<file path="src/rtl/lamp_sel_pkg.sv">
package lamp_sel_pkg;

  // Mirror a byte: output bit k takes input bit 7-k.
  function automatic logic [7:0] mirror_byte(input logic [7:0] d);
    logic [7:0] r;
    for (int k = 0; k < 8; k++) r[k] = d[7-k];
    return r;
  endfunction

  // True when a stripped lamp number addresses a real game lamp.
  function automatic logic num_in_range(input logic [6:0] num, input logic [6:0] top);
    return num <= top;
  endfunction

endpackage

</file>
<file path="src/rtl/lamp_sel_hold.sv">
module lamp_sel_hold #(
  parameter int BYTE_W = 8
) (
  input  logic              clk,
  input  logic              rst_n,
  input  logic              load_i,
  input  logic [BYTE_W-1:0] byte_i,
  output logic [BYTE_W-1:0] hold_o
);
  always_ff @(posedge clk or negedge rst_n) begin
    if (!rst_n)      hold_o <= '0;
    else if (load_i) hold_o <= byte_i;
  end

  // the held byte moves only on a load
  a_r2_hold_keeps: assert property (@(posedge clk) disable iff (!rst_n)
    !load_i |=> $stable(hold_o));
endmodule

</file>
<file path="src/rtl/lamp_sel_tracker.sv">
module lamp_sel_tracker
  import lamp_sel_pkg::*;
#(
  parameter int NUM_LAMPS = 38,
  parameter int BYTE_W    = 8
) (
  input  logic                 clk,
  input  logic                 rst_n,
  input  logic                 commit_i,
  input  logic [BYTE_W-1:0]    hold_i,
  output logic [NUM_LAMPS-1:0] lamps_o
);
  localparam int NUM_W   = BYTE_W - 1;
  localparam int SEL_W   = $clog2(NUM_LAMPS);
  localparam int MAX_IDX = NUM_LAMPS - 2;

  // Named internal events
  logic             fresh_flag;
  logic [NUM_W-1:0] cand_num;
  logic             cand_ok;
  logic             relight_ev;
  logic             move_ev;
  logic             upd_ev;
  logic [SEL_W-1:0] cur_q;
  logic [SEL_W-1:0] next_sel;

  assign fresh_flag = hold_i[BYTE_W-1];
  assign cand_num   = hold_i[NUM_W-1:0];
  assign cand_ok    = num_in_range(cand_num, NUM_W'(MAX_IDX));
  assign move_ev    = commit_i && cand_ok;
  assign relight_ev = commit_i && !cand_ok && fresh_flag;
  assign upd_ev     = move_ev || relight_ev;
  assign next_sel   = cand_ok ? cand_num[SEL_W-1:0] : cur_q;

  always_ff @(posedge clk or negedge rst_n) begin
    if (!rst_n)       cur_q <= '0;
    else if (move_ev) cur_q <= cand_num[SEL_W-1:0];
  end

  for (genvar i = 0; i < NUM_LAMPS; i++) begin : g_lamp
    if (i < NUM_LAMPS - 1) begin : g_game
      always_ff @(posedge clk or negedge rst_n) begin
        if (!rst_n)      lamps_o[i] <= 1'b0;
        else if (upd_ev) lamps_o[i] <= (next_sel == SEL_W'(i));
      end
    end else begin : g_reserved
      assign lamps_o[i] = 1'b0;
    end
  end


  a_r7_onehot: assert property (@(posedge clk) disable iff (!rst_n)
    $onehot0(lamps_o));
  a_r7_reserved_low: assert property (@(posedge clk) disable iff (!rst_n)
    !lamps_o[NUM_LAMPS-1]);

  a_r3_lamp_lit: assert property (@(posedge clk) disable iff (!rst_n)
    move_ev |=> lamps_o[cur_q] && $countones(lamps_o) == 1);

  a_r4_relight: assert property (@(posedge clk) disable iff (!rst_n)
    relight_ev |=> $stable(cur_q) && lamps_o[cur_q] && $countones(lamps_o) == 1);

  a_r6_frozen: assert property (@(posedge clk) disable iff (!rst_n)
    commit_i && !cand_ok && !fresh_flag |=> $stable(lamps_o) && $stable(cur_q));

  a_r9_lamps_idle: assert property (@(posedge clk) disable iff (!rst_n)
    !commit_i |=> $stable(lamps_o) && $stable(cur_q));
endmodule

</file>
<file path="src/rtl/lamp_sel_dac.sv">
module lamp_sel_dac
  import lamp_sel_pkg::*;
#(
  parameter logic [7:0] DAC_RESET = 8'h80
) (
  input  logic       clk,
  input  logic       rst_n,
  input  logic       wr_i,
  input  logic [7:0] data_i,
  output logic [7:0] dac_o
);
  always_ff @(posedge clk or negedge rst_n) begin
    if (!rst_n)    dac_o <= DAC_RESET;
    else if (wr_i) dac_o <= mirror_byte(data_i);
  end

  // the end bits swap places
  a_r8_ends_swapped: assert property (@(posedge clk) disable iff (!rst_n)
    wr_i |=> dac_o[0] == $past(data_i[7]) && dac_o[7] == $past(data_i[0]));

  a_r9_dac_idle: assert property (@(posedge clk) disable iff (!rst_n)
    !wr_i |=> $stable(dac_o));
endmodule

</file>
<file path="src/rtl/lamp_sel_top.sv">
module lamp_sel_top #(
  parameter int         NUM_LAMPS = 38,
  parameter logic [7:0] DAC_RESET = 8'h80
) (
  input  logic                 clk,
  input  logic                 rst_n,
  input  logic                 idx_load,
  input  logic [7:0]           idx_byte,
  input  logic                 smp_wr,
  input  logic [7:0]           smp_data,
  output logic [NUM_LAMPS-1:0] lamp_vec,
  output logic [7:0]           dac_out
);
  localparam int BYTE_W = 8;

  logic [BYTE_W-1:0] held_byte;

  lamp_sel_hold #(.BYTE_W(BYTE_W)) hold_i (
    .clk(clk), .rst_n(rst_n), .load_i(idx_load), .byte_i(idx_byte), .hold_o(held_byte)
  );

  lamp_sel_tracker #(.NUM_LAMPS(NUM_LAMPS), .BYTE_W(BYTE_W)) track_i (
    .clk(clk), .rst_n(rst_n), .commit_i(smp_wr), .hold_i(held_byte), .lamps_o(lamp_vec)
  );

  lamp_sel_dac #(.DAC_RESET(DAC_RESET)) dac_i (
    .clk(clk), .rst_n(rst_n), .wr_i(smp_wr), .data_i(smp_data), .dac_o(dac_out)
  );

  // a lone load leaves both outputs untouched
  a_r2_load_silent: assert property (@(posedge clk) disable iff (!rst_n)
    idx_load && !smp_wr |=> $stable(lamp_vec) && $stable(dac_out));
endmodule

</file>
<file path="config.mk">
export PLATFORM = sky130hd
export DESIGN_NAME = lamp_sel_top
export DESIGN_NICKNAME = d
export VERILOG_FILES = /design/src/rtl/lamp_sel_pkg.sv /design/src/rtl/lamp_sel_hold.sv /design/src/rtl/lamp_sel_tracker.sv /design/src/rtl/lamp_sel_dac.sv /design/src/rtl/lamp_sel_top.sv
export SDC_FILE = /design/constraint.sdc
export NUM_CORES = 1
export LEC_CHECK = 0
export BUFFER_PORTS_ARGS = -buffer_cell sky130_fd_sc_hd__buf_2
export CAP_MARGIN = 20
export CORE_MARGIN = 2
export CORE_UTILIZATION = 52
export CTS_CLUSTER_DIAMETER = 60
export CTS_CLUSTER_SIZE = 16
export DETAILED_ROUTE_END_ITERATION = 6
export PLACE_DENSITY = 0.78
export RECOVER_POWER = 50
export SYNTH_ARGS = -nofsm -noshare
export SYNTH_HDL_FRONTEND = slang
export SYNTH_SLANG_ARGS = --single-unit
export TNS_END_PERCENT = 50
</file>
<file path="constraint.sdc">
create_clock -name clk -period 1.91 [get_ports clk]
set_input_delay 0 -clock clk [delete_from_list [all_inputs] [get_ports clk]]
set_output_delay 0 -clock clk [all_outputs]
set_load 0.1 [all_outputs]
</file>
# Word level (Yosys, flattened, before mapping)
# Cells that the tools add are included.
# totals
out_inout_bits	46
reg_bits	59
# classes
mux	1
eq_ne	36
n_lt_le_gt_ge	1
reduce_logical	6
# ops
cell	count
equality test 6 x 5 -> 1 bit, second input constant	16
equality test 6 x 4 -> 1 bit, second input constant	8
equality test 6 bit, second input constant	5
equality test 6 x 3 -> 1 bit, second input constant	4
equality test 6 x 2 -> 1 bit, second input constant	2
<= comparator 7 x 6 -> 1 bit, second input constant	1
equality test 6 x 1 -> 1 bit, second input constant	1
zero test 6 bit	1
2-to-1 mux 6 bit	1
logical AND 1 bit	3
zero test 1 bit	1
logical OR 1 bit	1

# Longest topological paths before layout
# Gate-level depths: netlist of the first run.
# logic_depth
depth_word	5
mapped_depth	7
ltp_nobuf	4

# Hierarchy
# From an unflattened synthesis of the first run, not the netlist that was laid out.
# unflattened
cells_unflattened	234
area_unflattened_um2	2846.5
# modules_own_cells
module	n_inst	area_each_um2	cells_each
lamp_sel_tracker	1	2182.1	200
lamp_sel_dac	1	332.8	17
lamp_sel_hold	1	331.6	17

# Worst setup path before layout of the first run
# No wires, ideal clock.
# synth_path
kind	register to register
startpoint	register hold_i.hold_o[0]
endpoint	register track_i.lamps_o[0]
arrival_time_ns	1.576
n_path_buf	3
synth_period_minus_slack_ns	1.712
slack_ns	0.198
t_required_ns	1.774
stages_incl_launch_ff	8
cell_sequence	dfrtp_1 -> o21ai_1 -> and2_1 -> buf_6 -> o31ai_4 -> buf_4 -> buf_6 -> o2bb2ai_1
# synth_between
elab_chain_cells	5
elab_cells_between_ends	8
# synth_rtl
item	line_no	text
start: declaration	lamp_sel_hold.sv:8	output logic [BYTE_W-1:0] hold_o
start signal: assignment	lamp_sel_hold.sv:12	else if (load_i) hold_o <= byte_i;
parallel branches: the longest is 5 deep, another holds <= comparator 7 x 6 -> 1 bit	--	
end signal: indexed assignment	lamp_sel_tracker.sv:44	else if (upd_ev) lamps_o[i] <= (next_sel == SEL_W'(i));
end: declaration	lamp_sel_tracker.sv:11	output logic [NUM_LAMPS-1:0] lamps_o
# Several ways; the timed one is not identified.
# A chain may end at the register's enable or synchronous reset.

# Final worst setup path of the first run
# layout_path
startpoint	register hold_i.hold_o[0]
endpoint	register track_i.lamps_o[9]
# layout_between
elab_chain_cells	5
elab_cells_between_ends	8
# layout_rtl
item
parallel branches: the longest is 5 deep, another holds <= comparator 7 x 6 -> 1 bit
# Several ways; the timed one is not identified.

==> results.tsv, run 1 <==
metric	value	unit
# DRC	0	
min Tclk post-route	1.810	ns
Cell Area, Synth	2630	µm²
clock transition at the registers of the reported paths	0.07	ns
Syn Inst Count	198	
Simple-Gate Fraction of Synth Area	6.565	%
PortBufs	64	
Core Footprint	4786	µm²
Starting Density	54.95	%
Max Cap Viol	1	
Routed Antenna Nets	0	
Synth area leader	dfrtp_1	
CTS Buf Count	9	
IO Pins	66	
cell area after layout	3547	µm²
leak pwr	1.676	nW
drt wl/cell	17.41	µm
die width	75.12	µm
maximum VDD drop	0.7796	mV
post-synthesis mux area share	11.13	%
share of cells above drive strength 1	41.23	%
final cell count without fillers	375	
antenna violations before repair	0	
Detailed Routing Iterations Pass 1	5	
Synth Warn #	0	
critical path data arrival time	2.05	ns
max incr delay on CP	0.46	ns
synth-to-layout area growth	34.87	%
Area contributors post-synth	dfrtp_1 (55%), mux2_2 (9.4%), o2bb2ai_1 (5.3%)	
final hold violation count	0	
critical path fanouts, max	9	
worst setup margin	0.09990	ns
largest family of logic cells by synthesized area	compound AO/OA/AOI/OAI gates	
fmax	552.5	MHz
vias per cell	5.581	
Adder-Cell Fraction of Synth Area	0	%
commonest register cell after synthesis	dfrtp_1	
worst slack at placement	-0.05338	ns
Initial DRC Count	114	
ANT cells	0	
Placed Area	3123	µm²
CP max stage cell	mux2_2	
status	finished, violations left	
vias	2093	
syn_nets	218	
worst slew pin tran	1.517	ns
synth unique cells	49	
Commonest cells post-synth	dfrtp_1 (58), mux2_2 (22), o2bb2ai_1 (16)	
GRT Util Overall	25.44	%
pins over their slew limit	28	
fin nets	323	
share of synthesized registers carrying an async set or reset	100.0	%
Root Driver	clkbuf_8	
critical path class	flip-flop to flip-flop	
#FFs+latches synth	59	
compound-gate portion of the synthesized area	22.03	%
critical path data required time	2.15	ns
Row Count	25	
clock buffer depth	2	
count of final setup violators	0	
pwr/cell area	1198	nW/µm²
H-tree depth	3	
CTS tree	yes	
Detailed Route WL	6.530	mm
post-DP HPWL	4.178	mm
CP endpoint kind	flip-flop	
XOR/XNOR Fraction of Synth Area	0	%
post-layout util	74.12	%
failing checks	capacitance limit, slew limit	
Synth top area share	55.19	%
critical path, cell by cell	o21ai_1 -> buf_4 -> a21oi_4 -> mux2_2 -> o32ai_1	
overflow left after global routing	0	
largest net degree at the start of global routing	33	
Final Cycle Share	94.77	%
first-pass GRT wire length	10.33	mm
startpoint types	flip-flop	
vias in the first global route	2104	
DP Cell Count	339	
EDFF count, synth	0	
syn_area_per_cell	13.28	µm²
Slew headroom	-1.151	%
worst hold margin	0.05841	ns
chip height	75.12	µm
clk sink count	59	
Final Skew	0.009748	ns
Worst-Skew Late Latency	0.34	ns
routability cong.	0.9155	
Hold Path Class	input port to flip-flop	
die area	5642	µm²
most frequent cell after synthesis	dfrtp_1	
sequential share of the synthesized area	56.18	%
==> worst max-delay path: cells and delay by family, from the launching register on <==
kind	cells	cell delay [ns]
buf+inv	1	0.19
mux	1	0.46
compound gates	3	0.68
flops	1	0.37
==> final cells by class <==
type	instances	area [µm²]
flip-flops and latches	59	1478
fillers	340	1239
multi-input cells	122	1076
repair buffers	103	638.1
clock buffers	11	141.4
clock inverters	5	100.1
well taps	67	83.83
inverters	8	30.03
==> placed cells by master, fill, tap and decap left out, types with 3 or more instances in the layout <==
| cell | Yosys | layout |
|---|---|---|
| a211oi_1 | 3 | 3 |
| a22o_1 | 5 | 5 |
| a32o_1 | 9 | 9 |
| buf_2 | 2 | 58 |
| buf_4 | 2 | 15 |
| bufinv_16 | 0 | 3 |
| clkbuf_1 | 1 | 13 |
| clkbuf_8 | 1 | 10 |
| dfrtp_1 | 58 | 58 |
| dlygate4sd3_1 | 0 | 17 |
| inv_1 | 8 | 8 |
| mux2_2 | 22 | 22 |
| mux2i_1 | 3 | 3 |
| nand2_1 | 5 | 5 |
| nand2b_1 | 5 | 5 |
| nor2_1 | 4 | 4 |
| o21a_1 | 3 | 3 |
| o22ai_1 | 5 | 5 |
| o2bb2ai_1 | 16 | 16 |
| o32ai_1 | 8 | 8 |
==> metal layers <==
| metal | share of wire [%] | track usage (%) |
|---|---|---|
| met5 | 0 | 0 |
| met4 | 2.5 | 14.29 |
| met3 | 3.7 | 4.819 |
| met2 | 49 | 40.25 |
| met1 | 45 | 32.98 |
==> cells by family (layout without fill, tap and decap cells) <==
kind of cell / Yosys count / count (layout)
AO/OA/AOI/OAI: 67 / 68
flip-flops: 59 / 59
AND/OR/NAND/NOR: 27 / 27
multiplexers: 26 / 26
buffers and inverters: 18 / 127
other: 1 / 1
==> flip-flops by register name, indices dropped and copies added, names as in the netlist <==
name / count
dac_i.dac_o: 8
track_i.lamps_o: 37
hold_i.hold_o: 8
track_i.cur_q: 6
==> through the flow <==
stage	setup TNS (ns)	power [mW]
6_report	0	4.248
5_1_grt	-0.00009814	4.407
4_1_cts	0	4.257
3_5_place_dp	-0.2675	2.839
3_3_place_gp	0	2.827
2_1_floorplan	0	2.510
==> final timing paths <==
| path | slack (ns) | end | cells after the start | from |
|---|---|---|---|---|
| hold / removal | 0.06 | hold_i.hold_o[1]$_DFFE_PN0P_ | 2 | idx_load |
| max in group asynchronous | 0.46 | track_i.cur_q[2]$_DFFE_PN0P_ | 2 | rst_n |
| hold reg to reg | 0.49 | track_i.lamps_o[12]$_DFFE_PN0P_ | 1 | track_i.lamps_o[12]$_DFFE_PN0P_ |
| setup / recovery | 0.1 | track_i.lamps_o[9]$_DFFE_PN0P_ | 5 | hold_i.hold_o[0]$_DFFE_PN0P_ |
| min in group asynchronous | 0.58 | dac_i.dac_o[2]$_DFFE_PN0P_ | 2 | rst_n |
| setup reg to reg | 0.1 | track_i.lamps_o[9]$_DFFE_PN0P_ | 5 | hold_i.hold_o[0]$_DFFE_PN0P_ |
==> what timing repair did <==
item	4_1_cts	5_1_grt
gates cloned	1	0
hold endpoints to repair	42	0
setup endpoints to repair	29	27
setup buffers	0	2
hold buffers	17	0
resized for setup	1	2
pin swaps	1	1
==> report_power, final <==
part	internal [mW]	switching (mW)
logic	0.369	1.01
clock network	0.898	0.481
registers	1.38	0.103
total	2.65	1.60
Note: power is estimated with default switching activity, not from simulation.
==> run 2, diff against run 1 <==
CORE_UTILIZATION = 50   (was 52)
MAX_ROUTING_LAYER = met4   (was default)
PLACE_DENSITY = 0.76   (was 0.78)
==> results.tsv, run 2 (same netlist as run 1, synthesis figures left out) <==
metric	value	unit	change
status	completed		
share of cells above drive strength 1	41.23	%	unchanged
clock transition at the registers of the reported paths	0.06	ns	about the same
setup TNS	0	ns	unchanged
Detailed Routing Iterations Pass 1	5		unchanged
CTS Buf Count	9		unchanged
Max Cap Viol	0		-1
chip height	76.53	µm	+1.9%
CP endpoint kind	flip-flop		
Row Count	26		+4.0%
startpoint types	flip-flop		
Initial DRC Count	165		+45%
antenna violations before repair	0		unchanged
die width	76.53	µm	+1.9%
vias in the first global route	2031		-3.5%
CTS tree	yes		
post-DP HPWL	4.169	mm	-0.22%
commonest non-fill, non-tap cell in the layout	dfrtp_1		
Hold Path Class	input port to flip-flop		
largest net degree at the start of global routing	37		+12%
synth-to-layout area growth	34.11	%	
clock buffer depth	2		unchanged
PortBufs	64		unchanged
routability cong.	0.9150		about the same
Root Driver	clkbuf_8		
vias	2157		+3.1%
Routed Antenna Nets	0		unchanged
pwr/cell area	1139	nW/µm²	-4.9%
most frequent cells in the layout	dfrtp_1 (58), buf_2 (57), mux2_2 (22)		
Top reg by flops	track_i.lamps_o		
critical path data arrival time	2.04	ns	about the same
first-pass GRT wire length	10.09	mm	-2.3%
GRT Util Overall	23.01	%	-2.4 points
total power	4.017	mW	-5.4%
Worst-Skew Late Latency	0.34	ns	about the same
# DRC	0		unchanged
critical path data required time	2.18	ns	+0.03 ns
IO Pins	66		unchanged
critical path class	flip-flop to flip-flop		
leak pwr	1.658	nW	-1.1%
vias per cell	5.706		+2.2%
fin nets	323		unchanged
final cell count without fillers	378		+0.80%
pins over their slew limit	0		-100%
biggest regs	track_i.lamps_o: 37 flops, dac_i.dac_o: 8 flops, hold_i.hold_o: 8 flops		
Starting Density	51.49	%	-3.5 points
H-tree depth	3		unchanged
RSZ-0062 raised after global routing	no		
fmax	564.7	MHz	+2.2%
die area	5856	µm²	+3.8%
Detailed Route WL	6.231	mm	-4.6%
worst slew pin tran	1.324	ns	-0.1932 ns
critical path fanouts, max	7		-2
Final Skew	0.008236	ns	-0.001512 ns
drt wl/cell	16.48	µm	-5.3%
final hold violation count	0		unchanged
Final Cycle Share	92.72	%	-2.0 points
Slew headroom	11.73	%	+13 points
ANT cells	0		unchanged
max reg flops	37		unchanged
overflow left after global routing	0		unchanged
min Tclk post-route	1.771	ns	-0.03913 ns
post-layout util	69.06	%	-5.1 points
count of final setup violators	0		unchanged
DP Cell Count	339		unchanged
maximum VDD drop	0.5780	mV	-26%
clk sink count	59		unchanged
Core Footprint	5107	µm²	+6.7%
run 2: worst paths after layout:
path / startpoint / end / depth (start not counted) / slack, ns
max: hold_i.hold_o[4]$_DFFE_PN0P_ / track_i.lamps_o[32]$_DFFE_PN0P_ / 5 / 0.14
min: idx_load / hold_i.hold_o[5]$_DFFE_PN0P_ / 2 / 0.07
max reg2reg: hold_i.hold_o[4]$_DFFE_PN0P_ / track_i.lamps_o[32]$_DFFE_PN0P_ / 5 / 0.14
min reg2reg: track_i.lamps_o[21]$_DFFE_PN0P_ / track_i.lamps_o[21]$_DFFE_PN0P_ / 1 / 0.49
max in group asynchronous: rst_n / track_i.lamps_o[9]$_DFFE_PN0P_ / 3 / 0.63
min in group asynchronous: rst_n / dac_i.dac_o[4]$_DFFE_PN0P_ / 2 / 0.48
run 2: final cells by class:
class                           instances  area, µm²
Clock buffer                           15      176.4
Tap cell                               70      87.58
Fill cell                             380       1580
Sequential cell                        59       1478
Timing Repair Buffer                  103      644.4
Inverter                                8      30.03
Multi-Input combinational cell        122       1081
Clock inverter                          1      30.03
run 2: critical path, cell delays in order (launching register included):
cell,delay (ns)
dfrtp_1,0.40
buf_4,0.17
a2111oi_0,0.51
buf_4,0.21
o221a_2,0.25
a22o_1,0.16
run 2: per-stage QoR:
stage                     worst slack (ns)  cell area (µm²)  hold WS, ns
after floorplan                     0.1980             2630      -0.2956
after global placement           -0.008978             3104     0.009195
after detailed placement          -0.08648             3104      0.01450
after CTS                         0.005847             3493      0.07480
after global routing              0.009766             3527      0.09253
final                               0.1390             3527      0.07331
run 2: routing by layer:
layer / track usage, % / wire (µm) / vias to the layer above
li1: - / - / 985
met1: 29.28 / 2621 / 1070
met2: 34.87 / 3143 / 84
met3: 6.517 / 286 / 18
met4: 9.455 / 178 / 0
met5: - / 0 / -
run 2: timing repair:
item	4_1_cts	5_1_grt
buffers inserted	0	5
hold buffers	17	0
endpoints found under the hold margin	38	0
pin swaps	1	1
gates resized for setup	0	5
gates cloned	1	0
endpoints found under the setup margin	29	33
run 2: report_power, final:
part	switching, mW	internal [mW]
Clock	0.446	0.711
Sequential	0.116	1.38
Combinational	0.994	0.365
==> run 3, diff against run 2 <==
ABC_AREA = 1   (was default)
clock period = 2.1 ns   (was 1.91 ns; I/O delays follow)
==> results.tsv, run 3 <==
metric	value	unit	change
status	completed		
clock transition at the registers of the reported paths	0.06	ns	about the same
critical path data arrival time	2.09	ns	+0.05 ns
fin nets	399		+24%
Synth area leader	dfrtp_1		
critical path data required time	2.37	ns	+0.19 ns
CTS Buf Count	9		unchanged
Final Skew	0.003435	ns	-0.004801 ns
IO Pins	66		unchanged
Root Driver	clkbuf_8		
Routed Antenna Nets	0		unchanged
# DRC	0		unchanged
Crit path top cell by count	nand2_1		
share of cells above drive strength 1	19.53	%	-22 points
Commonest cells post-synth	nand2_1 (115), dfrtp_1 (58), nand3_1 (42)		
Max Cap Viol	0		unchanged
Syn Inst Count	299		+51%
pins over their slew limit	0		unchanged
overflow left after global routing	0		unchanged
post-synthesis mux area share	3.843	%	-7.3 points
synth unique cells	24		-51%
pwr/cell area	932.7	nW/µm²	-18%
biggest regs	track_i.lamps_o: 37 flops, dac_i.dac_o: 8 flops, hold_i.hold_o: 8 flops		
Simple-Gate Fraction of Synth Area	31.40	%	+25 points
maximum VDD drop	0.7738	mV	+34%
Crit path max-delay family	simple AND/OR/NAND/NOR gates		
vias per cell	4.923		-14%
final hold violation count	0		unchanged
critical path, cell by cell	inv_1 -> nand2_1 -> nor2_2 -> nand2_2 -> nand2_4 -> nand2_1 -> nand2_4 -> nand2_2 -> nor2_4 -> nand2_1 -> nand2_1		
DP Cell Count	421		+24%
Placed Area	2979	µm²	-4.0%
reg-to-reg startpoint	hold_i.hold_o[4]$_DFFE_PN0P_		
EDFF count, synth	0		unchanged
worst hold margin	0.02577	ns	-0.04754 ns
clock buffer depth	2		unchanged
Synth Warn #	0		unchanged
Cell Area, Synth	2638	µm²	+0.29%
setup TNS	0	ns	unchanged
largest net degree at the start of global routing	49		+32%
r2r endpoint	track_i.lamps_o[24]$_DFFE_PN0P_		
min Tclk post-route	1.820	ns	+0.04870 ns
antenna violations before repair	0		unchanged
CTS tree	yes		
first-pass GRT wire length	9.936	mm	-1.5%
Worst-Skew Late Latency	0.33	ns	about the same
Core Footprint	5107	µm²	unchanged
PortBufs	64		unchanged
commonest register cell after synthesis	dfrtp_1		
Reg2Reg Setup Slack	0.28	ns	+0.14 ns
total power	3.080	mW	-23%
hold-critical path depth	3		+1
CP max stage cell	dfrtp_1		
XOR/XNOR Fraction of Synth Area	0	%	unchanged
count of final setup violators	0		unchanged
Row Count	26		unchanged
max incr delay on CP	0.38	ns	-0.13 ns
worst setup margin	0.2803	ns	+0.1413 ns
final cell count without fillers	454		+20%
filler instances	466		+23%
die width	76.63	µm	+0.14%
worst slack at placement	0.3119	ns	+0.3983 ns
routability cong.	0.8315		-9.1%
#FFs+latches synth	59		unchanged
Area contributors post-synth	dfrtp_1 (55%), nand2_1 (16%), nand3_1 (8.0%)		
sequential share of the synthesized area	56.02	%	-0.16 points
syn_nets	319		+46%
startpoint types	flip-flop		
worst slew pin tran	1.172	ns	-0.1518 ns
Detailed Route WL	5.885	mm	-5.6%
Top reg by flops	track_i.lamps_o		
post-DP HPWL	3.927	mm	-5.8%
Worst Hold End	hold_i.hold_o[2]$_DFFE_PN0P_		
leak pwr	1.754	nW	+5.8%
critical path fanouts, max	16		+9
Hold Path Class	input port to flip-flop		
most frequent cell after synthesis	nand2_1		
compound-gate portion of the synthesized area	3.368	%	-19 points
largest family of logic cells by synthesized area	simple AND/OR/NAND/NOR gates		
fmax	549.6	MHz	-2.7%
Initial DRC Count	160		-3.0%
Min-Delay Startpoint	idx_load		
cell area after layout	3302	µm²	-6.4%
synth-to-layout area growth	25.19	%	
syn_area_per_cell	8.821	µm²	-34%
Final Cycle Share	86.65	%	-6.1 points
CP startpoint	hold_i.hold_o[4]$_DFFE_PN0P_		
Synth top area share	55.03	%	-0.16 points
clk sink count	59		unchanged
vias in the first global route	2078		+2.3%
commonest non-fill, non-tap cell in the layout	nand2_1		
critical path class	flip-flop to flip-flop		
share of synthesized registers carrying an async set or reset	100.0	%	unchanged
max reg flops	37		unchanged
H-tree depth	3		unchanged
RSZ-0062 raised after global routing	no		
Slew headroom	22.19	%	+10 points
post-layout util	64.65	%	-4.4 points
R2R depth	11		+6
most frequent cells in the layout	nand2_1 (115), dfrtp_1 (58), nand3_1 (42)		
GRT Util Overall	22.20	%	-0.81 points
Starting Density	51.64	%	+0.15 points
Detailed Routing Iterations Pass 1	5		unchanged
vias	2235		+3.6%
CP bufs+invs	1		-1
chip height	76.63	µm	+0.14%
die area	5872	µm²	+0.27%
CP endpoint kind	flip-flop		
Adder-Cell Fraction of Synth Area	0	%	unchanged
ANT cells	0		unchanged
drt wl/cell	12.96	µm	-21%
## run 3: area by class of cell
class,count,area [µm²],area share [%]
clock buffers,14,152.6,4.623
clock inverters,2,35.03,1.061
inverters,11,41.29,1.250
multi-input cells,213,1022,30.96
flip-flops and latches,59,1478,44.75
well taps,70,87.58,2.653
repair buffers,85,485.5,14.70
## run 3: metal layers
metal	vias up	global-route usage [%]	part of all wire (%)
li1	1114	-	-
met3	8	3.555	4.7
met4	0	8.909	1.5
met5	-	-	0
met1	1035	30.70	48
met2	78	33.10	46
## run 3: where the power goes
part	internal, mW	total (mW)	switching, mW	leakage, nW
sequential	1.22	1.27	0.0521	0.779
combinational	0.171	0.813	0.643	0.880
clock	0.581	0.991	0.411	0.0947
total	1.97	3.08	1.11	1.75
## run 3: repair_timing
action,in CTS,in global routing
hold buffers,17,0
setup endpoints to repair,0,0
buffers inserted,0,0
gates resized for setup,0,0
hold endpoints to repair,52,0
## run 3: logic make-up (layout without fill, tap and decap cells)
| logic type | after synthesis | count (layout) |
|---|---|---|
| flip-flops | 59 | 59 |
| AND/OR/NAND/NOR | 188 | 188 |
| other | 1 | 1 |
| multiplexers | 9 | 9 |
| buffers and inverters | 27 | 112 |
| AO/OA/AOI/OAI | 15 | 15 |
## run 3: worst reg2reg max path, cell delays in order (launching register included)
cell     delay, ns
dfrtp_1       0.38
inv_1         0.09
nand2_1       0.07
nor2_2        0.10
nand2_2       0.19
nand2_4       0.17
nand2_1       0.11
nand2_4       0.10
nand2_2       0.07
nor2_4        0.30
nand2_1       0.12
nand2_1       0.07
## run 3: worst max path at each step
| stage | to | slack (ns) | cells after the start |
|---|---|---|---|
| 2_1_floorplan | track_i.lamps_o[10]$_DFFE_PN0P_ | 0.64 | 12 |
| 3_3_place_gp | track_i.lamps_o[30]$_DFFE_PN0P_ | 0.37 | 11 |
| 3_5_place_dp | track_i.lamps_o[29]$_DFFE_PN0P_ | 0.31 | 11 |
| 4_1_cts | track_i.lamps_o[24]$_DFFE_PN0P_ | 0.28 | 11 |
| 5_1_grt | track_i.lamps_o[24]$_DFFE_PN0P_ | 0.08 | 11 |
| 6_report | track_i.lamps_o[24]$_DFFE_PN0P_ | 0.28 | 11 |
